File: src/rtl/seq_pkg.sv
package seq_pkg;
  typedef enum logic [1:0] {
    ST_FETCH = 2'd0,
    ST_EXEC  = 2'd1,
    ST_DMA   = 2'd2,
    ST_INTR  = 2'd3
  } mstate_t;

  // Code equals {clear_n, wait_n}
  typedef enum logic [1:0] {
    MD_LOAD  = 2'd0,
    MD_RESET = 2'd1,
    MD_PAUSE = 2'd2,
    MD_RUN   = 2'd3
  } mode_t;
endpackage

File: src/rtl/seq_mode_decode.sv
module seq_mode_decode
  import seq_pkg::*;
(
  input  logic clear_n,
  input  logic wait_n,
  output logic hold_rst,
  output logic advance,
  output logic is_load
);
  mode_t mode;

  always_comb begin
    mode     = mode_t'({clear_n, wait_n});
    hold_rst = (mode == MD_RESET);
    advance  = (mode == MD_RUN) || (mode == MD_LOAD);
    is_load  = (mode == MD_LOAD);
  end
endmodule

File: src/rtl/seq_phase_timer.sv
module seq_phase_timer #(
  parameter int CYCLE_CLKS = 8,
  parameter int INIT_CLKS  = 9,
  parameter int TPA_AT     = 1,
  parameter int TPB_AT     = 6,
  parameter int PW         = $clog2(INIT_CLKS + 1)
) (
  input  logic          clk,
  input  logic          hold_rst,
  input  logic          advance,
  input  logic          in_init,
  output logic [PW-1:0] phase,
  output logic          cycle_end,
  output logic          tpa,
  output logic          tpb
);
  localparam logic [PW-1:0] LAST_RUN  = PW'(CYCLE_CLKS - 1);
  localparam logic [PW-1:0] LAST_INIT = PW'(INIT_CLKS - 1);

  logic [PW-1:0] last;

  always_comb begin
    last      = in_init ? LAST_INIT : LAST_RUN;
    cycle_end = advance && (phase == last);
    tpa       = !hold_rst && (phase == PW'(TPA_AT));
    tpb       = !hold_rst && (phase == PW'(TPB_AT));
  end

  always_ff @(negedge clk) begin
    if (hold_rst)       phase <= '0;
    else if (advance)   phase <= (phase == last) ? '0 : phase + 1'b1;
  end

  // ordinary cycles never count past their last clock
  p_phase_range_r5: assert property (@(negedge clk) disable iff (hold_rst)
    !in_init |-> (phase < PW'(CYCLE_CLKS)));

  // tpa lasts a single clock while timing runs
  p_tpa_single_r10: assert property (@(negedge clk) disable iff (hold_rst)
    (tpa && advance) |=> !tpa);

  // pause freezes the count
  p_pause_hold_r9: assert property (@(negedge clk) disable iff (hold_rst)
    !advance |=> $stable(phase));

  // reset returns the count to zero
  p_reset_phase_r2: assert property (@(negedge clk)
    hold_rst |=> (phase == '0));
endmodule

File: src/rtl/seq_state_ctrl.sv
module seq_state_ctrl
  import seq_pkg::*;
(
  input  logic    clk,
  input  logic    hold_rst,
  input  logic    advance,
  input  logic    is_load,
  input  logic    cycle_end,
  input  logic    dma_in_req,
  input  logic    dma_out_req,
  input  logic    int_req,
  input  logic    int_en,
  input  logic    long_exec,
  output mstate_t cur,
  output logic    in_init
);
  logic    second;
  logic    nxt_second;
  mstate_t nxt;
  mstate_t svc;
  logic    dma_any;
  logic    irq_ok;

  always_comb begin
    dma_any = dma_in_req || dma_out_req;
    irq_ok  = int_req && int_en && !is_load;
    if (dma_any)      svc = ST_DMA;
    else if (irq_ok)  svc = ST_INTR;
    else if (is_load) svc = ST_EXEC;
    else              svc = ST_FETCH;

    nxt_second = 1'b0;
    nxt        = svc;
    if (in_init) begin
      nxt = dma_any ? ST_DMA : (is_load ? ST_EXEC : ST_FETCH);
    end else begin
      case (cur)
        ST_FETCH: nxt = ST_EXEC;
        ST_EXEC: begin
          if (!is_load && long_exec && !second) begin
            nxt        = ST_EXEC;
            nxt_second = 1'b1;
          end
        end
        default: nxt = svc;
      endcase
    end
  end

  always_ff @(negedge clk) begin
    if (hold_rst) begin
      cur     <= ST_EXEC;
      in_init <= 1'b1;
      second  <= 1'b0;
    end else if (cycle_end) begin
      cur     <= nxt;
      in_init <= 1'b0;
      second  <= nxt_second;
    end
  end

  // reset parks the machine in execute with init pending
  p_reset_state_r2: assert property (@(negedge clk)
    hold_rst |=> (cur == ST_EXEC && in_init));

  // the initialization cycle is spent in execute
  p_init_exec_r3: assert property (@(negedge clk) disable iff (hold_rst)
    in_init |-> (cur == ST_EXEC));

  // no interrupt cycle right after initialization
  p_after_init_r4: assert property (@(negedge clk) disable iff (hold_rst)
    (in_init && cycle_end) |=> (cur != ST_INTR));

  // pause holds the state code
  p_pause_state_r9: assert property (@(negedge clk) disable iff (hold_rst)
    !advance |=> $stable(cur));

  // load mode never fetches
  p_load_no_fetch_r11: assert property (@(negedge clk) disable iff (hold_rst)
    (is_load && cycle_end) |=> (cur != ST_FETCH));

  // fetch always leads into execute
  p_fetch_exec_r6: assert property (@(negedge clk) disable iff (hold_rst)
    (cur == ST_FETCH && cycle_end && !in_init) |=> (cur == ST_EXEC));
endmodule

File: src/rtl/cycle_sequencer.sv
module cycle_sequencer
  import seq_pkg::*;
#(
  parameter int CYCLE_CLKS = 8,
  parameter int INIT_CLKS  = 9,
  parameter int TPA_AT     = 1,
  parameter int TPB_AT     = 6,
  localparam int PW        = $clog2(INIT_CLKS + 1)
) (
  input  logic          clk,
  input  logic          clear_n,
  input  logic          wait_n,
  input  logic          dma_in_req,
  input  logic          dma_out_req,
  input  logic          int_req,
  input  logic          int_en,
  input  logic          long_exec,
  output logic [1:0]    state,
  output logic [PW-1:0] phase,
  output logic          tpa,
  output logic          tpb,
  output logic          reg_clear,
  output logic          init_cycle,
  output logic          load_mode
);
  logic    hold_rst;
  logic    advance;
  logic    is_load;
  logic    cycle_end;
  logic    in_init;
  mstate_t cur;

  seq_mode_decode u_mode (
    .clear_n  (clear_n),
    .wait_n   (wait_n),
    .hold_rst (hold_rst),
    .advance  (advance),
    .is_load  (is_load)
  );

  seq_phase_timer #(
    .CYCLE_CLKS (CYCLE_CLKS),
    .INIT_CLKS  (INIT_CLKS),
    .TPA_AT     (TPA_AT),
    .TPB_AT     (TPB_AT),
    .PW         (PW)
  ) u_timer (
    .clk       (clk),
    .hold_rst  (hold_rst),
    .advance   (advance),
    .in_init   (in_init),
    .phase     (phase),
    .cycle_end (cycle_end),
    .tpa       (tpa),
    .tpb       (tpb)
  );

  seq_state_ctrl u_ctrl (
    .clk         (clk),
    .hold_rst    (hold_rst),
    .advance     (advance),
    .is_load     (is_load),
    .cycle_end   (cycle_end),
    .dma_in_req  (dma_in_req),
    .dma_out_req (dma_out_req),
    .int_req     (int_req),
    .int_en      (int_en),
    .long_exec   (long_exec),
    .cur         (cur),
    .in_init     (in_init)
  );

  assign state      = cur;
  assign reg_clear  = hold_rst;
  assign init_cycle = in_init;
  assign load_mode  = is_load;
endmodule

File: config.mk
export PLATFORM = sky130hd
export DESIGN_NAME = cycle_sequencer
export DESIGN_NICKNAME = d
export VERILOG_FILES = /design/src/rtl/seq_pkg.sv /design/src/rtl/seq_mode_decode.sv /design/src/rtl/seq_phase_timer.sv /design/src/rtl/seq_state_ctrl.sv /design/src/rtl/cycle_sequencer.sv
export SDC_FILE = /design/constraint.sdc
export NUM_CORES = 1
export LEC_CHECK = 0
export CAP_MARGIN = 20
export CORE_AREA = 2 2 39 41
export CTS_CLUSTER_SIZE = 10
export DETAILED_ROUTE_END_ITERATION = 8
export DIE_AREA = 0 0 41 43
export PLACE_DENSITY = 0.69
export SLEW_MARGIN = 20
export SYNTH_ARGS = -nofsm -noshare
export SYNTH_HDL_FRONTEND = slang
export SYNTH_SLANG_ARGS = --single-unit
File: constraint.sdc
create_clock -name clk -period 1.8 [get_ports clk]
set_input_delay 0.27 -clock clk [delete_from_list [all_inputs] [get_ports clk]]
set_output_delay 0.27 -clock clk [all_outputs]
set_load 0.1 [all_outputs]
# ---- After elaboration in Yosys (flattened, before gate mapping)
# Cells that the tools add are included.
dict set report totals {
  inputBits 8
  elab_cells 37
  register_bits 8
}
dict set report classes {
  n_eq_ne 6
  addsub 1
  muxes 12
  n_reduce_logical 14
}
# cell n
set op_table {}
lappend op_table {{$mux W2} 5}
lappend op_table {{$mux W4} 2}
lappend op_table {{$logic_and A1 B1 Y1} 7}
lappend op_table {{$add A4 B1 Y4 const B} 1}
lappend op_table {{$eq A2 B1 Y1 const B} 2}
lappend op_table {{$eq A4 B1 Y1 const B} 1}
lappend op_table {{$eq A4 B3 Y1 const B} 1}
lappend op_table {{$eq A4 B4 Y1} 1}
lappend op_table {{$logic_not A2 Y1} 2}
lappend op_table {{$mux W1} 4}
lappend op_table {{$pmux W2 S2} 1}
lappend op_table {{$logic_not A1 Y1} 3}
lappend op_table {{$eq A2 B2 Y1 const B} 1}
lappend op_table {{$logic_or A1 B1 Y1} 2}

# ---- Logic depth before layout (Yosys ltp)
# Gate-level depths: netlist of the first run.
dict set report logic_depth {
  ltp_word 8
  mapped_depth 7
  ltp_nobuf 6
}

# ---- Hierarchy
# A second synthesis of the first run with hierarchy kept.
dict set report hier_totals {
  hier_cells 56
  area_unflattened_um2 486.7
}
# mod cells_each seq_area_each_um2 area_per_inst_um2 instances
set by_module_without_submodules {}
lappend by_module_without_submodules {seq_phase_timer 29 80.1 251.5 1}
lappend by_module_without_submodules {seq_state_ctrl 22 80.1 198.9 1}
lappend by_module_without_submodules {seq_mode_decode 5 0.0 36.3 1}

==> run summary, run 1 <==
For the total via count after detailed routing, the log shows 607. At the end of routability-driven placement, the weighted congestion stood at 0.7602. Grouping stages by cell kind, the critical path spends the most delay in flip-flops. The total overflow left after global routing is 0. The run finished, with violations left. The number of placement rows is 14, and the number of flip-flops and latches in the synthesized netlist is 8. The max-slew headroom at the worst pin is 79.26%. The final worst slack is -0.6586 ns, and the total of buffers placed on input and output ports is 18. Setup repair after global routing could not meet its margin everywhere. The share of total power dissipated in the clock network is 13.5%. The placed instances occupy a cell area of 0.001049 mm2. The first TritonRoute pass finished after 2 iterations. Setup violations remaining at the end of the flow were counted as 17.

The logs give 19 for the I/O pin total and 0 for the final-report hold violation count. At the pin with the least slew margin, the transition time is 0.3092 ns. STA classifies the critical path startpoint as a flip-flop. The peak per-stage delay on the critical path is 0.35 ns. The leading cell type in the layout, fill and taps excluded is sky130_fd_sc_hd__buf_4. The effective utilization at floorplan was 35.08%; the net switching power of the design was 0.8011 mW. The sort of element at the end of the critical path is an output port. The root buffer cell was sky130_fd_sc_hd__clkbuf_4. The worst hold path belongs to the class flip-flop to flip-flop.

The number of nets handed over by synthesis was 71. The tools report the initial antenna violation count as 0. IR analysis of the VDD net gives a maximum drop of 0.0008992 V. The wire length of the first global-routing pass was 2953 um; the final wirelength was 1806 um. The critical path goes through inv_4 -> ha_4 -> nor4b_4 -> buf_12. The net count of the finished layout is 124, and the maximum clock path buffer count is 2.

The logs give 0 for the number of warnings issued by yosys and 0 for the final routed DRC violation total. The area added between synthesis and finish is 156.2%. Dividing the detail-routed via count by the number of cells gives 4.856. The checks that failed: setup timing. The height of the chip was 43 um; the detailed-placement wirelength estimate was 1123 um.

The average cell area after synthesis was 8.370 um2; the worst path arrival time was 2.19 ns. The combinational share of power was 67.6%; the number of DRC markers in iteration 0 was 9. The top cell types in the final layout, fill and taps aside, are sky130_fd_sc_hd__buf_4 (19), sky130_fd_sc_hd__buf_12 (11), sky130_fd_sc_hd__inv_1 (9).

The fraction of layout instances using a drive strength above 1 is 66.06%, and the leakage power total is 0.5532 nW. Global routing used 25.55% of the available tracks across all layers. In this run the worst path has a maximum fanout of 4. The logs give 0.01106 ns for the largest clock skew in the final design and 0.001763 mm2 for the full die area. Entering global routing, the biggest net connects 11 pins.

The width of the chip is 41 um, and the via count of the first global-routing pass is 691. After routing the design area is 0.001244 mm2. The share of total power dissipated in sequential elements is 18.9%. TritonCTS created 3 clock buffers. For the part of the Yosys area used for sequential elements, the log shows 32.99%.

The type of the worst setup path is flip-flop to output port. The number of instances in the synthesized netlist was 58; the minimum hold slack was 0.5082 ns. Together, buffers and inverters on the worst path number 2. For this design the ratio of total power to cell area is 1304 mW/mm2. TritonCTS built the clock tree. The floorplan step defined a core boundary enclosing 0.001384 mm2. Timing analysis after detailed placement gives a worst setup slack of -1.264 ns.

The tools report the depth of the CTS H-tree as 1. Max-cap violations in this run came to 0. For the clock sink count, the log shows 8. The count of nets left with antenna violations once routing finished came out at 0. At the worst endpoint, the required time is 1.53 ns. Dividing the detail-routed wire length by the instance count gives 14.45 um. The clock-pin slew of the registers on the worst-case setup and hold paths came out at 0.04 ns. Internal power comes to 0.8212 mW. Counting distinct cell types in the post-synthesis netlist gives 27. The tools report the post-cts hold buffer count as 0.

For this design, the slowest cell found on the critical path is sky130_fd_sc_hd__dfxtp_4. At the later pin of the worst-skew pair, clock insertion delay measures 0.33 ns. The post-synthesis instance area is 485.5 um2. The max-slew violation count is 0, and the fraction of power spent switching nets is 49.38%.

The number of antenna diodes in the final layout is 0.
## stage by stage
| step | setup TNS (ns) | power (mW) | utilization [%] | instances |
|---|---|---|---|---|
| 2_1_floorplan | -5.494 | 0.9141 | - | 58 |
| 3_3_place_gp | -10.01 | 1.308 | 75.77 | 106 |
| 3_5_place_dp | -10.44 | 1.323 | 75.77 | 106 |
| 4_1_cts | -5.845 | 1.613 | 85.71 | 123 |
| 5_1_grt | -6.310 | 1.729 | 89.87 | 125 |
| 6_report | -5.659 | 1.622 | 89.87 | 125 |
## worst register-to-register path, delay by kind of cell (launching register included)
| kind | cells | cell delay, ns |
|---|---|---|
| flops | 1 | 0.35 |
| compound gates | 3 | 0.70 |
| buf+inv | 2 | 0.28 |
| simple gates | 1 | 0.19 |
## power by group through the flow
| stage | logic, mW | clock network (mW) | registers (mW) |
|---|---|---|---|
| after floorplan | 0.297 | 0.0305 | 0.586 |
| final | 1.10 | 0.220 | 0.307 |
| after CTS | 1.08 | 0.230 | 0.307 |
| after global placement | 0.980 | 0.0305 | 0.297 |
| after detailed placement | 0.993 | 0.0305 | 0.299 |
| after global routing | 1.15 | 0.263 | 0.317 |
## cell families (layout without fill, tap and decap cells)
family	count (synthesis)	in the layout	share of synthesized area, %
compound gates	10	10	13.40
buf+inv	9	60	8.503
simple gates	23	23	26.81
fa+ha+maj	5	5	12.89
flops	8	8	32.99
xor+xnor	3	3	5.413
## what timing repair did
action | CTS | global route
endpoints found under the setup margin | 18 | 17
buffers inserted | 7 | 3
pin swaps | 11 | 4
hold endpoints to repair | 0 | 0
resized for setup | 25 | 10
## layout make-up
| class | instances | area, um2 |
|---|---|---|
| sequential | 8 | 186.4 |
| multi-input combinational | 41 | 431.7 |
| timing repair buffer | 43 | 510.5 |
| clock inverter | 8 | 30.03 |
| clock buffer | 3 | 22.52 |
| tap | 16 | 20.02 |
| inverter | 6 | 42.54 |
| fill | 63 | 140.1 |
## cell usage after synthesis
master,instances,area (um2)
sky130_fd_sc_hd__a211o_1,1,8.760
sky130_fd_sc_hd__a21boi_1,1,7.510
sky130_fd_sc_hd__a21o_1,1,7.510
sky130_fd_sc_hd__a21oi_1,3,15.01
sky130_fd_sc_hd__a22o_1,1,8.760
sky130_fd_sc_hd__and3_1,1,6.260
sky130_fd_sc_hd__and3b_1,1,8.760
sky130_fd_sc_hd__buf_6,1,11.26
sky130_fd_sc_hd__clkbuf_1,1,3.750
sky130_fd_sc_hd__dfxtp_1,8,160.2
sky130_fd_sc_hd__ha_1,5,62.56
sky130_fd_sc_hd__inv_1,6,22.52
sky130_fd_sc_hd__inv_2,1,3.750
sky130_fd_sc_hd__nand2_1,2,7.510
sky130_fd_sc_hd__nand2b_1,2,12.51
sky130_fd_sc_hd__nand3_1,1,5.000
sky130_fd_sc_hd__nand4_1,1,6.260
sky130_fd_sc_hd__nor2_1,4,15.01
sky130_fd_sc_hd__nor2b_1,2,12.51
sky130_fd_sc_hd__nor3_1,6,30.03
sky130_fd_sc_hd__nor3b_1,1,7.510
sky130_fd_sc_hd__nor4b_1,1,8.760
sky130_fd_sc_hd__nor4bb_1,1,10.01
sky130_fd_sc_hd__o21ai_0,2,10.01
sky130_fd_sc_hd__o31ai_1,1,7.510
sky130_fd_sc_hd__xnor2_1,2,17.52
sky130_fd_sc_hd__xor2_1,1,8.760
## state kept, by name (all words and copies together) (netlist names)
signal,flops
u_timer.phase,4
u_ctrl.cur,2
u_ctrl.in_init,1
u_ctrl.second,1
## per-layer routing
metal | share of wire, % | vias to the layer above | track usage (%)
met1 | 41 | 289 | 26.54
met5 | 0 | - | 0
met2 | 52 | 14 | 40.31
met4 | 1.0 | 0 | 12.00
li1 | - | 302 | -
met3 | 5.5 | 2 | 13.09
## final timing paths
path / startpoint / to / slack, ns / cells past startpoint
min reg2reg: u_ctrl.second / u_ctrl.second / 0.51 / 2
max reg2reg: u_timer.phase[0] / u_ctrl.cur[0] / 0.16 / 6
max: u_timer.phase[1] / tpa / -0.66 / 4
min: u_ctrl.second / u_ctrl.second / 0.51 / 2
Power figures use the tool's default switching activity.
==> run 2, diff against run 1 <==
--- a/config.mk
+++ b/config.mk
@@ -10,8 +10,9 @@
 export CTS_CLUSTER_SIZE = 10
 export DETAILED_ROUTE_END_ITERATION = 8
 export DIE_AREA = 0 0 41 43
-export PLACE_DENSITY = 0.69
+export PLACE_DENSITY = 0.66
 export SLEW_MARGIN = 20
 export SYNTH_ARGS = -nofsm -noshare
 export SYNTH_HDL_FRONTEND = slang
 export SYNTH_SLANG_ARGS = --single-unit
+export TNS_END_PERCENT = 20
==> run summary, run 2 (synthesis results as in run 1) <==
The tools report the global-route total usage across every layer as 18.47% (-7.1 points). The power density over cell area came out at 1402 mW/mm2 (+7.5%). Leaving out fill and tap cells, the most frequent cell in the layout is sky130_fd_sc_hd__buf_4. The total clock buffers created by CTS came out at 3 (unchanged).

The tools report the full die area as 0.001763 mm2 (unchanged). The met2 wire length is 711 um (-24%). The logs give 10 (-1) for the maximum number of pins on one net before global-route repair and 0 (unchanged) for the number of max-capacitance violations reported. In this run the clock root is driven by a sky130_fd_sc_hd__clkbuf_4.

Post-route non-filler standard cell count: 115 (-8.0%). The worst setup path is launched from a flip-flop. The average detailed-routed wire length per instance works out to 12.02 um (-17%). The peak per-stage delay on the critical path is 0.35 ns (about the same), and the worst path arrival time is 2.21 ns (+0.02 ns).

The number of DRC markers in iteration 0 came out at 12 (+3). Total via count after detailed routing: 584 (-3.8%). The run gives 0 (unchanged) as the initial antenna violation count. The depth of the CTS H-tree came out at 1 (unchanged). Data required time at the worst endpoint: 1.53 ns (about the same). The remaining global-route overflow came out at 0 (unchanged). The run gives 8 (unchanged) as the clock sink count. Via count of the first global-routing pass: 556 (-20%).

Topmost layer with routed signal wires: met4. The top cell types in the final layout, fill and taps aside, are sky130_fd_sc_hd__buf_4 (12), sky130_fd_sc_hd__buf_12 (11), sky130_fd_sc_hd__inv_1 (9). The sum of buffers and inverters on the critical path was 2 (unchanged); the transition time at the pin with the least slew margin was 0.3230 ns (+0.01385 ns). TritonCTS built the clock tree. For the residual antenna-violating net count after detailed routing, the log shows 0 (unchanged).

The run gives 0.001384 mm2 (unchanged) as the area inside the core boundary. The tools report the number of placement rows as 14 (unchanged). The max-slew violation count is 0 (unchanged).

The clock-pin slew of the registers on the worst-case setup and hold paths was 0.04 ns (about the same); the placer congestion estimate was 0.7828 (+3.0%). For the total of fill cells in the finished design, the log shows 98 (+56%). The run gives 0 (unchanged) as the diode insertion count for antenna repair. STA classifies the critical path endpoint as an output port.

Traced cell by cell, the critical path runs through inv_2 -> ha_4 -> nand2_4 -> nor3_4 -> buf_12. The flow ran to the end, but the final reports show violations. The largest registers in the layout are u_timer.phase: 4 flops, u_ctrl.cur: 2 flops.

For the first-pass iteration count of the detailed router, the log shows 4 (+2). The count of final setup violators is 17 (unchanged). More flip-flops sit in one register than any other, and that register is u_timer.phase. The leakage power total came out at 0.4847 nW (-12%). The final reports fail on setup timing. The via-per-instance ratio is 5.078 (+4.6%). The routed length on met1 is 534 um (-29%). The min-delay analysis places its worst path in the category flip-flop to flip-flop.

The final routed DRC violation total was 0 (unchanged); the fraction of layout instances using a drive strength above 1 was 54.55% (-12 points). The maximum fanout count along the critical path is 3 (-1), and the total of buffers placed on input and output ports is 18 (unchanged). The final worst slack is -0.6771 ns (-0.01849 ns). The category of cells accounting for the largest share of critical-path delay was flip-flops.

The logs give 0 (unchanged) for the post-cts hold buffer count and 0.001298 V (+44%) for the largest vdd supply drop. For the effective utilization at floorplan, the log shows 35.08% (unchanged). Area added between synthesis and finish: 119.8%.

The maximum clock path buffer count is 2 (unchanged). The master of the slowest instance on the critical path was sky130_fd_sc_hd__dfxtp_4. For the max-slew headroom at the worst pin, the log shows 78.28% (-0.98 points). The width of the chip was 41 um (unchanged); the flip-flop count of the largest register after layout was 4 (unchanged).

The I/O pin total is 19 (unchanged), and the final core utilization is 77.12% (-13 points). For the detailed-placement wirelength estimate, the log shows 1035 um (-7.9%). The final wirelength was 1382 um (-23%); the wire length of the first global-routing pass was 2180 um (-26%). The routed length on met3 is 103 um (+4.0%). The run gives 0.008778 ns (-0.002284 ns) as the largest clock skew in the final design. The height of the chip is 43 um (unchanged), and the net count of the finished layout is 114 (-8.1%). For the insertion delay to the later sink of the worst-skew pair, the log shows 0.33 ns (about the same).

Setup repair after global routing could not meet its margin everywhere. The type of the worst setup path was flip-flop to output port. The number of placed instances, taps included is 103 (-2.8%), and the final-report hold violation count is 0 (unchanged).
## run 2: cell count changes in the layout (fill, tap and decap cells not counted), sizes merged
cell,delta
buf,-10
## run 2: through the flow
step	TNS, ns	total power [mW]	hold WS (ns)	setup WS (ns)	area [um2]
floorplan	-7.925	0.8907	0.4458	-1.122	571.8
global placement	-9.218	1.251	0.4547	-1.109	964.7
detailed placement	-9.570	1.262	0.4614	-1.161	964.7
CTS	-5.258	1.490	0.4675	-0.6945	1056
global route	-5.841	1.573	0.4923	-0.7225	1067
finish	-5.273	1.496	0.4656	-0.6771	1067
## run 2: metal layers
layer / track usage, % / vias up
li1: - / 280
met1: 19.93 / 278
met2: 28.13 / 19
met3: 9.424 / 7
met4: 9.333 / 0
met5: 0 / -
## run 2: worst min-delay path, cell delays in order (launching register included)
cell	delay, ns
sky130_fd_sc_hd__dfxtp_1	0.30
sky130_fd_sc_hd__nand2b_1	0.06
sky130_fd_sc_hd__a21oi_1	0.05
## run 2: area by class of cell
class / instances / area [um2] / share of cell area [%]
clock buffer: 3 / 22.52 / 2.110
clock inverter: 8 / 30.03 / 2.814
inverter: 6 / 25.02 / 2.345
multi-input combinational: 41 / 374.1 / 35.05
sequential: 8 / 178.9 / 16.76
tap: 16 / 20.02 / 1.876
timing repair buffer: 33 / 416.7 / 39.04
## run 2: report_power, final
| group | switching (mW) | internal, mW |
|---|---|---|
| Sequential | 0.0608 | 0.239 |
| Clock | 0.112 | 0.101 |
| Combinational | 0.578 | 0.407 |
## run 2: path summary, 6_finish.rpt
kind,startpoint,slack (ns),cells after the start,end
max,u_timer.phase[0],-0.68,5,tpb
min,u_ctrl.second,0.47,2,u_ctrl.second
max reg2reg,u_timer.phase[2],0.19,6,u_ctrl.cur[0]
min reg2reg,u_ctrl.second,0.47,2,u_ctrl.second
## run 2: repair_timing
| action | CTS | global route |
|---|---|---|
| resized for setup | 23 | 2 |
| pin swaps | 10 | 2 |
| setup buffers | 1 | 1 |
| endpoints found under the setup margin | 18 | 17 |
